[src/rtl/sdram_burst_timer.sv]
module sdram_burst_timer #(
  parameter int BURST_LEN = 8,
  parameter int TRFC      = 6,
  localparam int BCYC = BURST_LEN / 2,
  localparam int CW   = $clog2(BCYC + 1),
  localparam int RW   = $clog2(TRFC + 1)
) (
  input  logic clk,
  input  logic rst,
  input  logic rd_start,
  input  logic wr_start,
  input  logic bst,
  input  logic rfc_start,
  output logic burst_act,
  output logic burst_wr,
  output logic rfc_busy
);

  logic [CW-1:0] bcnt;
  logic [RW-1:0] rcnt;

  always_ff @(posedge clk) begin
    if (rst) begin
      bcnt     <= '0;
      burst_wr <= 1'b0;
    end else if (rd_start || wr_start) begin
      bcnt     <= CW'(BCYC);
      burst_wr <= wr_start;
    end else if (bst && bcnt != '0 && !burst_wr) begin
      bcnt <= '0;
    end else if (bcnt != '0) begin
      bcnt <= bcnt - 1'b1;
    end
  end

  always_ff @(posedge clk) begin
    if (rst)
      rcnt <= '0;
    else if (rfc_start)
      rcnt <= RW'(TRFC - 1);
    else if (rcnt != '0)
      rcnt <= rcnt - 1'b1;
  end

  assign burst_act = (bcnt != '0);
  assign rfc_busy  = (rcnt != '0);

  assert_burst_starts_R5: assert property (@(posedge clk) disable iff (rst)
    (rd_start || wr_start) |=> burst_act);

  assert_bst_ends_read_R2: assert property (@(posedge clk) disable iff (rst)
    (bst && burst_act && !burst_wr && !rd_start && !wr_start) |=> !burst_act);

  assert_bst_keeps_write_R2: assert property (@(posedge clk) disable iff (rst)
    (bst && burst_wr && bcnt > CW'(1) && !rd_start && !wr_start) |=> burst_act);

  assert_rfc_window_R8: assert property (@(posedge clk) disable iff (rst)
    (rfc_start && TRFC > 1) |=> rfc_busy);

endmodule

[config.mk]
export PLATFORM = sky130hd
export DESIGN_NAME = sdram_burst_timer
export DESIGN_NICKNAME = d
export VERILOG_FILES = /design/src/rtl/sdram_burst_timer.sv
export SDC_FILE = /design/constraint.sdc
export NUM_CORES = 1
export LEC_CHECK = 0
export BUFFER_PORTS_ARGS = -buffer_cell sky130_fd_sc_hd__buf_2
export CAP_MARGIN = 0
export CORE_AREA = 5 5 42 44
export DETAILED_ROUTE_END_ITERATION = 8
export DIE_AREA = 0 0 47 49
export GPL_TIMING_DRIVEN = 0
export SYNTH_ARGS = -nofsm -noshare
export SYNTH_HDL_FRONTEND = slang
export SYNTH_SLANG_ARGS = --single-unit
[constraint.sdc]
create_clock -name clk -period 2 [get_ports clk]
set_input_delay 0.5 -clock clk [delete_from_list [all_inputs] [get_ports clk]]
set_output_delay 0.5 -clock clk [all_outputs]
set_load 0.05 [all_outputs]
# Yosys cells after proc, flatten, opt, wreduce, memory -nomap -nowiden
# Cells that the tools add are included.
# Widths: inputs -> output; s select.
# totals
register_bits,7
wordCells,22
in_bits,6
# op_classes
mux,5
reduce_logical,10
addsub,2
# op_table
op,count
$mux 3,5
$reduce_bool 3->1,3
$sub 3x1->3 const B,2
$reduce_or 3->1,1
$logic_and 1x1->1,2
$reduce_bool 2->1,1
$reduce_or 2->1,1
$logic_not 1->1,1
$logic_or 1x1->1,1

# Longest topological paths before layout
# depth
depth_word,5
depth_mapped,6
mapped_depth_nobuf,6

# Worst setup path before layout
# OpenSTA, ideal clock, no wires.
# synth_path
path_type,register -> output
from,register rcnt[0]
to,output port rfc_busy
arrival_time_ns,1.124
path_slack_ns,0.376
path_buffers,0
path_stages_with_launch,5
path_cell_list,dfxtp_1 > inv_1 > ha_1 > ha_1 > inv_1
# synth_via
elab_chain_len,1
# synth_lines
item,line_no,source
"start, declared",20,logic [RW-1:0] rcnt;
"start signal, assigned",40,rcnt <= RW'(TRFC - 1);
"start signal, assigned",42,rcnt <= rcnt - 1'b1;
$reduce_bool 3->1,46,assign rfc_busy = (rcnt != '0);
"end, declared",16,output logic rfc_busy
# No other way between the ends.

# Worst setup path in the final report
# Same ends and word-level chain as after synthesis.

==> impl_metrics.tcl <==
set metrics [dict create \
    status "complete, no violations" \
    drv_cap 0 \
    crit_path_top_delay_cell "dfxtp_1" \
    numCtsBuffers 3 \
    hold_buffers 0 \
    power_density_mw_per_mm2 802 \
    r2r_end "bcnt[1]$_SDFFE_PP0N_" \
    crit_type "reg -> out" \
    fmax_mhz 523 \
    grt_use_met1_pct 8.61 \
    die_x_um 47 \
    syn_area_per_cell_um2 8.45 \
    yosysWarnings 0 \
    yosysTopAreaCell "dfxtp_1" \
    fin_setup_tns_ps 0 \
    finalCriticalPeriod_ps 1910 \
    place_congestion 0.661 \
    stdcell_count 73 \
    cts.sinks 7 \
    report.final.slew_viol_count 0 \
    io_pins 9 \
    critPathLaunchType "flop" \
    rsz0062_at_grt "no" \
    dpl_cell_area_um2 440 \
    nets 69 \
    clk_path_buf_depth 2 \
    wl_per_cell_um 8.95 \
    diodes 0 \
    grt_max_degree 8 \
    cts_tree "built" \
    layout-drive-gt1-share_pct 21.1 \
    cp_cell_sequence "inv_1 > ha_1 > ha_1 > inv_1 > clkbuf_4" \
    ys_async_sr_fraction_pct 0 \
    core_mm2 0.00140 \
    cp_data_required_time_ps 1500 \
    hp-start "rfc_start" \
    synth_seq_cells 7 \
    timing.final.crit_share_pct 95.5 \
    finalPower_mw 0.376 \
    num-fill-cells 160 \
    via_count 307 \
    drc 0 \
    yosysMostFrequentCell "inv_1" \
    htree_levels 1 \
    grt_first_pass_wirelength_um 1140 \
    ys.flop_type "dfxtp_1" \
    r2r_slack_ps 410 \
    clk_latency_ps 250 \
    rows 14 \
    syn-instance-count 45 \
    grt_busiest_layer "met2" \
    grt_usage_pct 6.91 \
    critPathTopFamily "adder cells" \
    antenna_left 0 \
    drtPass1Iterations 3 \
    worstPathArrival_ps 1410 \
    cts.clk_slew.worst_paths_ps 50 \
    slew_headroom_pct 80.0 \
    synth_area_leaders "dfxtp_1 37%, ha_1 16%, inv_1 8.9%" \
    design_area_um2 469 \
    grtUsageMet3_pct 2.21 \
    overflow 0 \
    p_leak_nw 0.225 \
    ir_drop_mv 0.277 \
    synth-edff-count 0 \
    dpl.hpwl_um 500 \
    ys_types 16 \
    wl_um 653 \
    avgViaCountPerCell 4.21 \
    antenna_found_initial 0 \
    hold_viol 0 \
    critPathMaxStageDelay_ps 350 \
    initial_core_util_pct 27.1 \
    synth_top_area_share_pct 36.8 \
    ctsResizeCount 0 \
    post-route-util_pct 33.5 \
    gr-usage-met2_pct 9.28 \
    setup_viol 0 \
    hold_path_depth 2 \
    ys_seq_area_share_pct 36.8 \
    worst_r2r_startpoint "bcnt[0]$_SDFFE_PP0N_" \
    drt_iter0_markers 5 \
    area_growth_pct 23.4 \
    r2r_cells 5 \
    die_h_um 49 \
    critPathMaxFanout 5 \
    place_inst 69 \
    cp_num_buf_inv 3 \
    synth_fp_nets 56 \
    synth_common_cells "9 x inv_1, 7 x dfxtp_1, 7 x nor2_1" \
    min_to "rcnt[1]$_SDFFE_PP0P_" \
    die_area_mm2 0.00230 \
    clock_skew_ps 1.58 \
    grt_pass1_vias 282 \
    cts_setup_buffers 0 \
    tightest_slew_ps 299 \
    worstHoldPathType "in -> reg" \
    synth_area_um2 380 \
    root_buffer "clkbuf_4" \
    io_buffers 8 \
    crit_path_end_kind "output pin" \
]
[metal layers]
layer	part of all wire, %	vias up
met3	6.7	2
met1	51	130
met5	0	-
met2	41	7
li1	-	168
met4	0.77	0
[worst max-delay path by stage]
stage | depth (start not counted) | slack (ps) | endpoint | start
2_1_floorplan | 4 | 380 | rfc_busy | rcnt[0]$_SDFFE_PP0P_
3_3_place_gp | 5 | 340 | rfc_busy | rcnt[0]$_SDFFE_PP0P_
3_5_place_dp | 5 | 330 | rfc_busy | rcnt[0]$_SDFFE_PP0P_
4_1_cts | 5 | 40 | rfc_busy | rcnt[0]$_SDFFE_PP0P_
5_1_grt | 5 | 9 | burst_act | bcnt[0]$_SDFFE_PP0N_
6_report | 5 | 90 | rfc_busy | rcnt[0]$_SDFFE_PP0P_
[flip-flops by register name, summed over array words and instances (netlist names)]
signal    count
bcnt          3
burst_wr      1
rcnt          3
[power by group]
group,switching [mW],total (mW),internal (mW),leakage [nW]
Clock,0.0521,0.128,0.0761,0.0150
Sequential,0.00614,0.156,0.150,0.0579
Combinational,0.0589,0.0924,0.0335,0.153
[cell families (layout without fill, tap and decap cells)]
kind of cell / Yosys count / count (layout) / synth area share (%)
AND/OR/NAND/NOR: 15 / 15 / 18.4
flip-flops: 7 / 7 / 36.8
AO/OA/AOI/OAI: 7 / 7 / 14.5
buffers and inverters: 9 / 21 / 8.88
adder cells (fa/ha/maj): 5 / 5 / 16.4
multiplexers: 1 / 1 / 2.63
XOR/XNOR: 1 / 1 / 2.30
[metrics by stage]
step / worst slack (ps) / hold WS [ps]
floorplan: 376 / 450
global placement: 335 / 466
detailed placement: 330 / 474
CTS: 37.4 / 446
global route: 9.34 / 461
finish: 89.3 / 453
[final cells by class]
class                   count  area, um^2  area share [%]
repair buffers              8        42.5            9.07
inverters                   9        33.8            7.20
clock buffers               4        26.3            5.60
multi-input cells          29         206            44.0
flip-flops and latches      7         140            29.9
well taps                  16        20.0            4.27
[cell usage in the layout (no fill, tap or decap), drive strengths merged]
cell type,netlist,layout
a21oi,3,3
ha,5,5
a21o,1,1
a2111oi,2,2
nand2,2,2
nor2,7,7
mux2i,1,1
dfxtp,7,7
a211oi,1,1
and2,1,1
or3,2,2
nor3,1,1
buf,0,7
inv,9,9
nor2b,2,2
xnor2,1,1
clkbuf,0,5
Note: power is estimated with default switching activity, not from simulation.
